## src/rtl/iova_pkg.sv

```systemverilog
package iova_pkg;
  localparam int ADDR_W   = 32;
  localparam int PAGE_W   = 12;
  localparam int PPN_LO   = 8;
  localparam int PPN_HI   = 26;
  localparam int FLAG_VLD = 1;
  localparam int FLAG_WR  = 2;
  localparam int IDX_SHR  = PAGE_W - 2;
  localparam int BASE_SHL = 4;

  // error + late error + address-valid, reserved nibble = 8
  localparam logic [ADDR_W-1:0] SYND_BASE = 32'hC082_0000;
  localparam logic [ADDR_W-1:0] SYND_RD   = 32'h0004_0000;

  typedef enum logic [1:0] {
    ST_IDLE,
    ST_FETCH,
    ST_WAIT,
    ST_EMIT
  } xl_state_e;
endpackage

```

## src/rtl/iova_pte_addr.sv

```systemverilog
module iova_pte_addr
  import iova_pkg::*;
(
  input  logic [ADDR_W-1:0] base_i,
  input  logic [ADDR_W-1:0] win_i,
  input  logic [ADDR_W-1:0] va_i,
  output logic [ADDR_W-1:0] ent_o
);
  logic [ADDR_W-1:0] in_win;
  logic [ADDR_W-1:0] idx;

  assign in_win = va_i & ~win_i;
  assign idx    = in_win >> IDX_SHR;
  assign ent_o  = (base_i << BASE_SHL) + {idx[ADDR_W-1:2], 2'b00};
endmodule

```

## src/rtl/iova_piece.sv

```systemverilog
module iova_piece
  import iova_pkg::*;
#(
  parameter int LEN_W = 16
) (
  input  logic [PAGE_W-1:0] off_i,
  input  logic [LEN_W-1:0]  rem_i,
  output logic [LEN_W-1:0]  len_o,
  output logic              last_o
);
  localparam logic [LEN_W-1:0] PAGE_BYTES = LEN_W'(1) << PAGE_W;

  logic [LEN_W-1:0] room;

  assign room   = PAGE_BYTES - LEN_W'(off_i);
  assign last_o = (rem_i <= room);
  assign len_o  = last_o ? rem_i : room;
endmodule

```

## src/rtl/iova_fault_rec.sv

```systemverilog
module iova_fault_rec
  import iova_pkg::*;
(
  input  logic              clk,
  input  logic              rst_n,
  input  logic              cap_i,
  input  logic              wr_i,
  input  logic [ADDR_W-1:0] va_i,
  output logic [ADDR_W-1:0] status_o,
  output logic [ADDR_W-1:0] addr_o
);
  always_ff @(posedge clk) begin
    if (!rst_n) begin
      status_o <= '0;
      addr_o   <= '0;
    end else if (cap_i) begin
      status_o <= SYND_BASE | (wr_i ? '0 : SYND_RD);
      addr_o   <= {va_i[ADDR_W-1:PAGE_W], {PAGE_W{1'b0}}};
    end
  end

  AST_FAULT_HOLD: assert property (@(posedge clk) disable iff (!rst_n)
    !cap_i |=> ($stable(status_o) && $stable(addr_o)));
endmodule

```

## src/rtl/iova_xlate.sv

```systemverilog
module iova_xlate
  import iova_pkg::*;
#(
  parameter int LEN_W = 16
) (
  input  logic              clk,
  input  logic              rst_n,
  input  logic              req_valid,
  output logic              req_ready,
  input  logic [ADDR_W-1:0] req_addr,
  input  logic              req_write,
  input  logic [LEN_W-1:0]  req_len,
  input  logic [ADDR_W-1:0] cfg_base,
  input  logic [ADDR_W-1:0] cfg_win,
  output logic              pte_rd_valid,
  input  logic              pte_rd_ready,
  output logic [ADDR_W-1:0] pte_rd_addr,
  input  logic              pte_rsp_valid,
  input  logic [31:0]       pte_rsp_data,
  output logic              xl_valid,
  input  logic              xl_ready,
  output logic [ADDR_W-1:0] xl_paddr,
  output logic [LEN_W-1:0]  xl_len,
  output logic              xl_write,
  output logic              xl_last,
  output logic              busy,
  output logic              done,
  output logic              fault,
  output logic [ADDR_W-1:0] flt_status,
  output logic [ADDR_W-1:0] flt_addr
);
  localparam int PPN_W = PPN_HI - PPN_LO + 1;
  localparam int PAD_W = ADDR_W - PPN_W - PAGE_W;

  xl_state_e         state;
  logic [ADDR_W-1:0] cur_va;
  logic [LEN_W-1:0]  rem_q;
  logic              wr_q;
  logic [ADDR_W-1:0] pa_q;
  logic [LEN_W-1:0]  len_q;
  logic              last_q;
  logic              done_q;
  logic              fault_q;

  logic [LEN_W-1:0]  nxt_len;
  logic              nxt_last;
  logic              ent_ok;
  logic              flt_cap;

  iova_pte_addr u_ent (
    .base_i (cfg_base),
    .win_i  (cfg_win),
    .va_i   (cur_va),
    .ent_o  (pte_rd_addr)
  );

  iova_piece #(.LEN_W(LEN_W)) u_piece (
    .off_i  (cur_va[PAGE_W-1:0]),
    .rem_i  (rem_q),
    .len_o  (nxt_len),
    .last_o (nxt_last)
  );

  assign ent_ok  = pte_rsp_data[FLAG_VLD] && (!wr_q || pte_rsp_data[FLAG_WR]);
  assign flt_cap = (state == ST_WAIT) && pte_rsp_valid && !ent_ok;

  iova_fault_rec u_frec (
    .clk      (clk),
    .rst_n    (rst_n),
    .cap_i    (flt_cap),
    .wr_i     (wr_q),
    .va_i     (cur_va),
    .status_o (flt_status),
    .addr_o   (flt_addr)
  );

  always_ff @(posedge clk) begin
    if (!rst_n) begin
      state   <= ST_IDLE;
      cur_va  <= '0;
      rem_q   <= '0;
      wr_q    <= 1'b0;
      pa_q    <= '0;
      len_q   <= '0;
      last_q  <= 1'b0;
      done_q  <= 1'b0;
      fault_q <= 1'b0;
    end else begin
      done_q  <= 1'b0;
      fault_q <= 1'b0;
      unique case (state)
        ST_IDLE: begin
          if (req_valid) begin
            cur_va <= req_addr;
            rem_q  <= req_len;
            wr_q   <= req_write;
            if (req_len == '0) done_q <= 1'b1;
            else               state  <= ST_FETCH;
          end
        end
        ST_FETCH: begin
          if (pte_rd_ready) state <= ST_WAIT;
        end
        ST_WAIT: begin
          if (pte_rsp_valid) begin
            if (ent_ok) begin
              pa_q   <= {{PAD_W{1'b0}}, pte_rsp_data[PPN_HI:PPN_LO], cur_va[PAGE_W-1:0]};
              len_q  <= nxt_len;
              last_q <= nxt_last;
              state  <= ST_EMIT;
            end else begin
              fault_q <= 1'b1;
              state   <= ST_IDLE;
            end
          end
        end
        ST_EMIT: begin
          if (xl_ready) begin
            cur_va <= cur_va + ADDR_W'(len_q);
            rem_q  <= rem_q - len_q;
            if (last_q) begin
              done_q <= 1'b1;
              state  <= ST_IDLE;
            end else begin
              state  <= ST_FETCH;
            end
          end
        end
        default: state <= ST_IDLE;
      endcase
    end
  end

  assign req_ready    = (state == ST_IDLE);
  assign busy         = (state != ST_IDLE);
  assign pte_rd_valid = (state == ST_FETCH);
  assign xl_valid     = (state == ST_EMIT);
  assign xl_paddr     = pa_q;
  assign xl_len       = len_q;
  assign xl_write     = wr_q;
  assign xl_last      = last_q;
  assign done         = done_q;
  assign fault        = fault_q;

  AST_RD_HOLD: assert property (@(posedge clk) disable iff (!rst_n)
    (pte_rd_valid && !pte_rd_ready) |=> (pte_rd_valid && $stable(pte_rd_addr)));
  AST_XL_HOLD: assert property (@(posedge clk) disable iff (!rst_n)
    (xl_valid && !xl_ready) |=> (xl_valid && $stable(xl_paddr) && $stable(xl_len) && $stable(xl_last)));
  AST_PIECE_FITS: assert property (@(posedge clk) disable iff (!rst_n)
    xl_valid |-> (({{(ADDR_W-PAGE_W){1'b0}}, xl_paddr[PAGE_W-1:0]} + ADDR_W'(xl_len))
                  <= (ADDR_W'(1) << PAGE_W)));
  AST_END_EXCL: assert property (@(posedge clk) disable iff (!rst_n)
    !(done && fault));
  AST_END_IDLE: assert property (@(posedge clk) disable iff (!rst_n)
    (done || fault) |-> (!busy && req_ready));
  AST_IDLE_QUIET: assert property (@(posedge clk) disable iff (!rst_n)
    !busy |-> (!pte_rd_valid && !xl_valid));
  AST_FAULT_SYND: assert property (@(posedge clk) disable iff (!rst_n)
    fault |-> (flt_status[31] && flt_status[30] && flt_status[17] && flt_status[23:20] == 4'd8));
endmodule

```

## config.mk

```make
export PLATFORM = sky130hd
export DESIGN_NAME = iova_xlate
export DESIGN_NICKNAME = d
export VERILOG_FILES = /design/src/rtl/iova_pkg.sv /design/src/rtl/iova_pte_addr.sv /design/src/rtl/iova_piece.sv /design/src/rtl/iova_fault_rec.sv /design/src/rtl/iova_xlate.sv
export SDC_FILE = /design/constraint.sdc
export NUM_CORES = 1
export LEC_CHECK = 0
export ABC_CLOCK_PERIOD_IN_PS = 5200
export BUFFER_PORTS_ARGS = -buffer_cell sky130_fd_sc_hd__buf_2
export CAP_MARGIN = 20
export CELL_PAD_IN_SITES_DETAIL_PLACEMENT = 1
export CELL_PAD_IN_SITES_GLOBAL_PLACEMENT = 1
export CORE_UTILIZATION = 36
export DETAILED_ROUTE_END_ITERATION = 16
export GPL_ROUTABILITY_DRIVEN = 0
export PLACE_DENSITY_LB_ADDON = 0.12
export SYNTH_ARGS = -nofsm -noshare
export SYNTH_HDL_FRONTEND = slang
export SYNTH_SLANG_ARGS = --single-unit
```

## constraint.sdc

```tcl
create_clock -name clk -period 5.2 [get_ports clk]
set_input_delay 1.04 -clock clk [delete_from_list [all_inputs] [get_ports clk]]
set_output_delay 1.04 -clock clk [all_outputs]
set_load 0.02 [all_outputs]
```

# ---- Word-level counts from Yosys, hierarchy flattened
# Cells that the tools add are included.
# Widths: inputs -> output; s select.
dict set report op_classes {
  magnitude_cmp 1
  reduce_logical 15
  n_eq_ne 8
  bitwise 2
  mux 22
  add_sub_neg 4
}
# op n
set op_table {}
lappend op_table {{$mux 32} 2}
lappend op_table {{$pmux 32 s2} 1}
lappend op_table {{$mux 16} 3}
lappend op_table {{$add 32x16->32} 1}
lappend op_table {{$add 32x22->32} 1}
lappend op_table {{$and 32x32->32} 1}
lappend op_table {{$not 32->32} 1}
lappend op_table {{$pmux 16 s2} 1}
lappend op_table {{$mux 19} 1}
lappend op_table {{$le 16x16->1} 1}
lappend op_table {{$logic_not 16->1} 1}
lappend op_table {{$sub 16x16->16} 1}
lappend op_table {{$sub 13x12->14 const A} 1}
lappend op_table {{$mux 2} 6}
lappend op_table {{$reduce_and 3->1} 3}
lappend op_table {{$pmux 2 s4} 1}
lappend op_table {{$mux 1} 6}
lappend op_table {{$ne 2x2->1 const B} 3}
lappend op_table {{$reduce_and 5->1} 1}
lappend op_table {{$eq 2x2->1 const B} 2}
lappend op_table {{$ne 2x1->1 const B} 2}
lappend op_table {{$reduce_bool 2->1} 2}
lappend op_table {{$logic_and 1x1->1} 3}
lappend op_table {{$eq 2x1->1 const B} 1}
lappend op_table {{other kinds (5)} 6}
dict set report word_totals {
  in_bits 151
  word_cells 63
  register_bits 152
}

# ---- Longest topological paths before layout
# Gate-level depths: netlist of the first run.
dict set report depth {
  ltp_word 6
  depth_mapped 15
  ltp_nobuf 14
}

# ---- Modules after synthesis
# A second synthesis of the first run with hierarchy kept.
dict set report hier_totals {
  hier_cells 1158
  area_unflattened_um2 9150.0
}
# mod n_inst area_per_inst_um2 seq_area_each_um2 cells_per_inst
set modules_own_cells {}
lappend modules_own_cells {iova_xlate 1 6103.4 2021.9 789}
lappend modules_own_cells {iova_fault_rec 1 1164.9 440.4 113}
lappend modules_own_cells {iova_pte_addr 1 1149.9 0.0 157}
lappend modules_own_cells {iova_piece 1 732.0 0.0 99}

# ---- Least setup slack after synthesis of the first run
# OpenSTA, ideal clock, no wires.
dict set report synth_path {
  path_kind {in2out}
  startpoint {in cfg_win[14]}
  endpoint {out pte_rd_addr[20]}
  path_buffers 0
  t_arrival_ns 3.382
  path_stages 11
  path_slack_ns 0.778
  required_time_ns 4.160
  path_cell_list {nor2b_1 ha_1 fa_1 a21oi_1 and4b_1 o21ai_0 a31oi_1 or3_1 a31o_2 a21oi_1 xnor2_1}
}
dict set report synth_between {
  elab_chain_len 3
}
# element line_no
set synth_lines {}
lappend synth_lines {{from (decl)} iova_xlate.sv:14} ;# input logic [ADDR_W-1:0] cfg_win,
lappend synth_lines {{$not 32->32} iova_pte_addr.sv:12} ;# assign in_win = va_i & ~win_i;
lappend synth_lines {{$and 32x32->32} iova_pte_addr.sv:12}
lappend synth_lines {{$add 32x22->32} iova_pte_addr.sv:14} ;# assign ent_o = (base_i << BASE_SHL) + {idx[ADDR_W-1:2], 2'b00};
lappend synth_lines {{to (decl)} iova_xlate.sv:17} ;# output logic [ADDR_W-1:0] pte_rd_addr,
# No other way between the ends.

# ---- Final worst setup path of the first run
dict set report layout_path {
  startpoint {in cfg_base[0]}
  endpoint {out pte_rd_addr[20]}
}
dict set report layout_between {
  elab_chain_len 1
}
# element line_no
set layout_lines {}
lappend layout_lines {{from (decl)} iova_xlate.sv:13} ;# input logic [ADDR_W-1:0] cfg_base,
lappend layout_lines {{$add 32x22->32} iova_pte_addr.sv:14}
# No other way between the ends.

==> reports/qor.csv, run 1 <==
stage;metric;value;unit
global_routing;grt_max_degree;89;
synth;synthCells;1107;
setup_path;reg2reg_to;xl_len[7];
global_routing;grt_busiest_layer;met2;
floorplanning;coreArea;0.02347;sq mm
setup_path;cp.required;4.16;ns
clock_tree;cts_buffers;17;
timing;fmax;203.6;MHz
setup_path;slowest_stage;fa_1;
hold_path;hp-start;xl_paddr[23];
synth;syn_avg_cell_area;7.794;sq um
route;vias;8551;
power;p_leak;4.775;nW
setup_path;endpoint_kind;output pin;
cells_and_area;instances_no_fill;1644;
global_routing;grt_pass1_wl;43790;um
timing;fin_crit_sh;94.44;%
placement;hpwl;21460;um
global_routing;grtUsageMet2;41.42;%
floorplanning;fp.dieH;156.8;um
timing;fin_setup_tns;0;ns
route;wl_per_cell;17.16;um
synth;async_flop_share;0;%
setup_path;r2r-start;cur_va[2];
setup_path;r2r_slack;1.72;ns
floorplanning;dieArea;0.02459;sq mm
cells_and_area;syn_to_final_growth;21.82;%
floorplanning;rows;56;
clock_tree;cts-htree-levels;4;
synth;ys_seq_area_share;28.54;%
power;irDropWorstVdd;0.2779;mV
cells_and_area;nNetsFinal;1532;
global_routing;grtUsageTotal;22.88;%
global_routing;grt_pass1_vias;8383;
timing;min_period;4.911;ns
hold_path;worstHoldPathCells;2;
floorplanning;pin_count;303;
route;antenna_left;0;
placement;dp.cells;1610;
setup_path;critPathMaxStageDelay;0.42;ns
clock_tree;clk_pin_slew_worst_paths;0.06;ns
hold_path;hold_path_class;flop to flop;
global_routing;antenna_found_initial;1;
synth;synth-seq-cells;123;
clock_tree;cts_setup_buffers;0;
power;p_per_area;522.8;mW/mm^2
setup_path;path_class;input port to output pin;
timing;skew;0.009556;ns
route;drtIter0Drc;263;
route;vias_per_cell;5.201;
global_routing;use_met3;3.074;%
synth;synth_edf_count;0;
power;p_total;5.496;mW
global_routing;grt_util_met1;26.92;%
synth;syn_area;0.008628;sq mm
clock_tree;clkLatencyLatePin;0.42;ns
clock_tree;clock-sinks;123;
clock_tree;postCtsHoldBufs;0;
run_status;status;completed;
setup_path;r2r_cells;14;
route;drt-pass1-iter-count;4;
setup_path;cp_max_fo;3;
clock_tree;cts-root-buf;clkbuf_16;
setup_path;crit_chain;buf_2 -> ha_1 -> fa_1 -> a21oi_1 -> and4b_1 -> o21ai_0 -> a31oi_1 -> or3_1 -> a31o_2 -> a21oi_1 -> xnor2_1 -> buf_2;
timing;hold_viol;0;
hold_path;whs_endpoint;xl_paddr[23];
placement;io_buffers;233;
clock_tree;tritoncts;built;
global_routing;overflow;0;
timing;worst_slew_pin_slew;0.9960;ns
synth;yosys_warnings;0;
timing;maxSlewViolCount;0;
floorplanning;die_width;156.8;um
timing;relSlewSlack;33.60;%
setup_path;startpoint_type;input port;
route;finalWirelength;28220;um
setup_path;arrival;3.87;ns
floorplanning;start_util;36.76;%
synth;synth_ff_type;dfxtp_1;
timing;rsz0062_at_grt;false;
synth;synth.distinct_cells;66;
flow_run;maxCapViolCount;0;
route;drc_errors;0;
timing;setup_violations;0;
setup_path;crit_start;cfg_base[0];
clock_tree;post_cts_resize_count;0;
cells_and_area;drive_above_1_share;23.19;%
clock_tree;max-clock-path-buffers;2;
[final cells by class]
type / count / area [sq um]
antenna: 1 / 2.502
clock buffer: 18 / 439.2
clock inverter: 14 / 158.9
fill: 2962 / 12960
inverter: 46 / 173.9
multi-input combinational: 881 / 5629
sequential: 123 / 2462
tap: 319 / 399.1
timing repair buffer: 242 / 1246
[state kept, by name (all words and copies together) (netlist names), 2 cells and up]
register         flops
u_frec.addr_o       20
xl_len              16
u_frec.status_o      2
xl_paddr            31
cur_va              32
state                2
rem_q               16
[routing by layer]
metal | vias up | wire (um)
met3 | 44 | 1079
met2 | 199 | 14170
li1 | 4268 | -
met5 | - | 0
met1 | 4040 | 12210
met4 | 0 | 759
[how the worst max path moves through the flow]
stage	to	slack [ns]	cells past startpoint
2_1_floorplan	pte_rd_addr[20]	0.78	11
3_3_place_gp	pte_rd_addr[20]	0.29	13
3_5_place_dp	pte_rd_addr[20]	0.29	13
4_1_cts	pte_rd_addr[20]	0.28	13
5_1_grt	pte_rd_addr[20]	0.16	13
6_report	pte_rd_addr[20]	0.29	12
[logic make-up (layout without fill, tap and decap cells)]
family	Yosys count	count (layout)	share of synthesized area, %
flops	123	123	28.54
simple gates	362	362	20.27
other cells	1	43	0.04346
xor+xnor	57	57	5.786
compound gates	322	322	23.23
mux	28	28	3.408
buf+inv	144	320	8.309
fa+ha+maj	70	70	10.41
[synthesized netlist by cell type (4+ instances only)]
library cell	instances	area (sq um)
clkbuf_1	49	183.9
o21bai_1	7	52.55
nand2b_1	8	50.05
ha_1	67	838.3
mux2_2	11	123.9
or2_2	4	25.02
mux2i_1	17	170.2
o21a_1	7	52.55
a31oi_1	19	118.9
nor3b_1	6	45.04
nand3_1	21	105.1
a211oi_1	22	165.2
o211ai_1	9	67.56
nor2_1	63	236.5
dfxtp_1	123	2462
o311ai_0	4	35.03
nand4_1	9	56.30
nor3_1	16	80.08
nor2b_1	32	200.2
nand2_1	142	533.0
o21ai_0	48	240.2
a21oi_1	138	690.7
a221oi_1	4	35.03
buf_4	45	337.8
inv_1	46	172.7
nor4_1	8	50.05
a21o_1	26	195.2
a211o_1	4	35.03
and3_1	25	156.4
xnor2_1	35	306.5
or4_1	6	45.04
a311oi_1	4	35.03
nand3b_1	4	30.03
or3_1	8	50.05
a31o_2	4	35.03
xor2_1	22	192.7
[power breakdown]
part / switching (mW) / total (mW) / internal, mW
logic: 1.65 / 2.82 / 1.17
clock network: 0.488 / 1.22 / 0.729
registers: 0.323 / 1.46 / 1.14
[stage by stage]
step                      utilization [%]  instance area [sq um]  hold WS [ns]  setup slack (ns)
after global placement              42.14                   9891        0.4394            0.2876
after CTS                           44.69                  10490        0.4544            0.2786
after floorplan                         -                   8782        0.4452            0.7781
after detailed placement            42.14                   9891        0.4463            0.2929
after global routing                44.78                  10510        0.4749            0.1578
final                               44.78                  10510        0.4518            0.2889
[layout by cell type, fill, tap and decap left out, types with 19 or more instances in the layout]
cell,n
buf_2,233
o21ai_0,47
a21oi_1,138
nor2b_1,32
dfxtp_1,123
xor2_1,22
a211oi_1,21
ha_1,66
nand2_1,142
a31oi_1,19
nor2_1,62
a21o_1,26
conb_1,42
nand3_1,21
and3_1,25
inv_1,45
xnor2_1,35
[critical path, delay by kind of cell]
kind	cells	cell delay [ns]
AO/OA/AOI/OAI	5	1.15
adder cells (fa/ha/maj)	2	0.64
AND/OR/NAND/NOR	2	0.63
buffers and inverters	2	0.28
XOR/XNOR	1	0.13
Note: power is estimated with default switching activity, not from simulation.
==> run 2, diff against run 1 <==
Settings changed: ABC_CLOCK_PERIOD_IN_PS 5200 to 5100, CORE_ASPECT_RATIO from default to 0.7.
Clock period 5.2 ns to 5.1 ns, I/O delays scaled along.
==> reports/qor.csv, run 2 (synthesized netlist as in run 1, its figures left out) <==
stage;metric;value;unit;change
run_status;status;completed;;
timing;setup_ws;0.2992;ns;+0.01033 ns
power;swShare;45.51;%;+0.82 points
global_routing;grt_pass1_vias;8557;;+2.1%
clock_tree;post_cts_resize_count;0;;unchanged
timing;fin_setup_tns;0;ns;unchanged
cells_and_area;final_cell_mix;233 x buf_2, 142 x nand2_1, 138 x a21oi_1, 123 x dfxtp_1, 66 x ha_1;;
setup_path;startpoint_type;input port;;
clock_tree;clkLatencyLatePin;0.43;ns;about the same
clock_tree;cts-root-buf;clkbuf_16;;
timing;fmax;208.3;MHz;
clock_tree;postCtsHoldBufs;0;;unchanged
timing;maxSlewViolCount;0;;unchanged
power;power.internal;3.038;mW;about the same
setup_path;endpoint_kind;output pin;;
power;irDropWorstVdd;0.2683;mV;-3.5%
setup_path;cp_max_fo;3;;unchanged
clock_tree;max-clock-path-buffers;2;;unchanged
cells_and_area;final_common_cell;buf_2;;
floorplanning;start_util;37.38;%;+0.63 points
route;drt-pass1-iter-count;5;;+1
cells_and_area;nNetsFinal;1536;;+0.26%
power;combinationalPowerShare;53.3;%;+2.0 points
floorplanning;dieArea;0.02460;sq mm;about the same
global_routing;grt_max_degree;74;;-17%
timing;hold_ws;0.4500;ns;-0.001796 ns
cells_and_area;top_register;cur_va;;
placement;io_buffers;233;;unchanged
power;switchingPower;2.537;mW;+3.3%
cells_and_area;syn_to_final_growth;21.23;%;
global_routing;grtUsageTotal;24.55;%;+1.7 points
clock_tree;cts-htree-levels;4;;unchanged
route;vias;8692;;+1.6%
clock_tree;tritoncts;built;;
floorplanning;fp.dieH;131.5;um;-16%
global_routing;grt_pass1_wl;47880;um;+9.3%
clock_tree;cts_setup_buffers;0;;unchanged
timing;fin_crit_sh;94.13;%;
route;antenna_left;0;;unchanged
setup_path;cp.required;4.08;ns;-0.08 ns
power;p_per_area;533.0;mW/mm^2;+1.9%
cells_and_area;post-route-util;45.32;%;+0.54 points
route;vias_per_cell;5.303;;+2.0%
route;drtIter0Drc;427;;+62%
timing;rsz0062_at_grt;false;;
cells_and_area;n_fill_cell;2901;;-2.1%
clock_tree;clk_pin_slew_worst_paths;0.05;ns;about the same
route;drc_errors;0;;unchanged
cells_and_area;design_area;0.01046;sq mm;-0.49%
timing;hold_viol;0;;unchanged
power;p_seq_share;26.6;%;about the same
clock_tree;clock-sinks;123;;unchanged
setup_path;path_class;input port to output pin;;
timing;setup_violations;0;;unchanged
timing;worst_slew_pin_slew;1.006;ns;+0.01011 ns
placement;placed_cell_area;0.009927;sq mm;+0.37%
cells_and_area;drive_above_1_share;23.15;%;-0.035 points
setup_path;arrival;3.78;ns;-0.09 ns
power;p_leak;4.755;nW;-0.40%
floorplanning;pin_count;303;;unchanged
floorplanning;die_width;187.0;um;+19%
cells_and_area;largest_reg_flops;32;;unchanged
floorplanning;coreArea;0.02308;sq mm;-1.7%
placement;hpwl;22700;um;+5.8%
placement;dp_slack;0.3134;ns;+0.02042 ns
route;wl_per_cell;18.37;um;+7.0%
clock_tree;cts_buffers;17;;unchanged
timing;skew;0.009256;ns;-0.0002994 ns
global_routing;overflow;0;;unchanged
timing;relSlewSlack;32.74;%;-0.86 points
hold_path;hold_path_class;flop to flop;;
timing;min_period;4.801;ns;
flow_run;maxCapViolCount;0;;unchanged
global_routing;antenna_found_initial;3;;+2
power;p_clk_share;20.1;%;-2.0 points
floorplanning;rows;46;;-18%
route;finalWirelength;30110;um;+6.7%
[run 2: changes by cell type in the layout (fill, tap and decap cells not counted)]
cell / delta
clkbuf_8: +3
clkinvlp_4: +2
buf_12: -1
inv_6: -5
clkinv_2: +2
o21ai_4: +1
o21ai_2: -1
clkbuf_1: +2
clkinv_4: -3
inv_8: -1
buf_4: +5
bufinv_16: -2
[run 2: power by group through the flow]
| stage | clock network [mW] | registers, mW | logic, mW |
|---|---|---|---|
| finish | 1.12 | 1.48 | 2.97 |
| global route | 1.19 | 1.52 | 3.30 |
| CTS | 1.15 | 1.48 | 2.97 |
| detailed placement | 0 | 1.49 | 2.94 |
| global placement | 0 | 1.49 | 2.88 |
| floorplan | 0 | 1.38 | 2.22 |
[run 2: area by class of cell]
cell class                      count  area (sq um)  area share (%)
Tap cell                          312         390.4           3.732
Multi-Input combinational cell    881          5637           53.89
Clock buffer                       23         488.0           4.665
Sequential cell                   123          2462           23.54
Timing Repair Buffer              246          1264           12.08
Inverter                           46         173.9           1.663
Antenna cell                        1         2.502         0.02392
Clock inverter                      7         42.54          0.4067
[run 2: critical path, stage by stage]
cell and delay [ns]:
buf_2 0.10, ha_1 0.23, fa_1 0.40, a21oi_1 0.21, and4b_1 0.23, o21ai_0 0.16
buf_4 0.15, a31oi_1 0.13, or3_1 0.40, a31o_2 0.26, a21oi_1 0.17, xnor2_1 0.13
buf_2 0.18
[run 2: through the flow]
stage                     std cells  total power [mW]
after global placement         1608             4.371
after detailed placement       1608             4.439
after CTS                      1638             5.593
after global routing           1639             6.006
after floorplan                1148             3.598
final                          1639             5.575
[run 2: worst paths after layout]
path,startpoint,end,slack [ns],depth (start not counted)
max,cfg_base[0],pte_rd_addr[20],0.30,13
min,u_frec.addr_o[30],u_frec.addr_o[30],0.45,2
max reg2reg,cur_va[2],xl_len[3],1.66,14
min reg2reg,u_frec.addr_o[30],u_frec.addr_o[30],0.45,2
[run 2: per-layer routing]
metal / part of all wire (%) / vias to the layer above / global-route usage, % / wire length, um
met4: 1.3 / 4 / 6.648 / 404
met1: 52 / 4141 / 36.05 / 15560
met3: 7.0 / 29 / 6.410 / 2099
met2: 40 / 255 / 34.70 / 12020
met5: 0.090 / - / 0 / 27
li1: - / 4263 / - / -
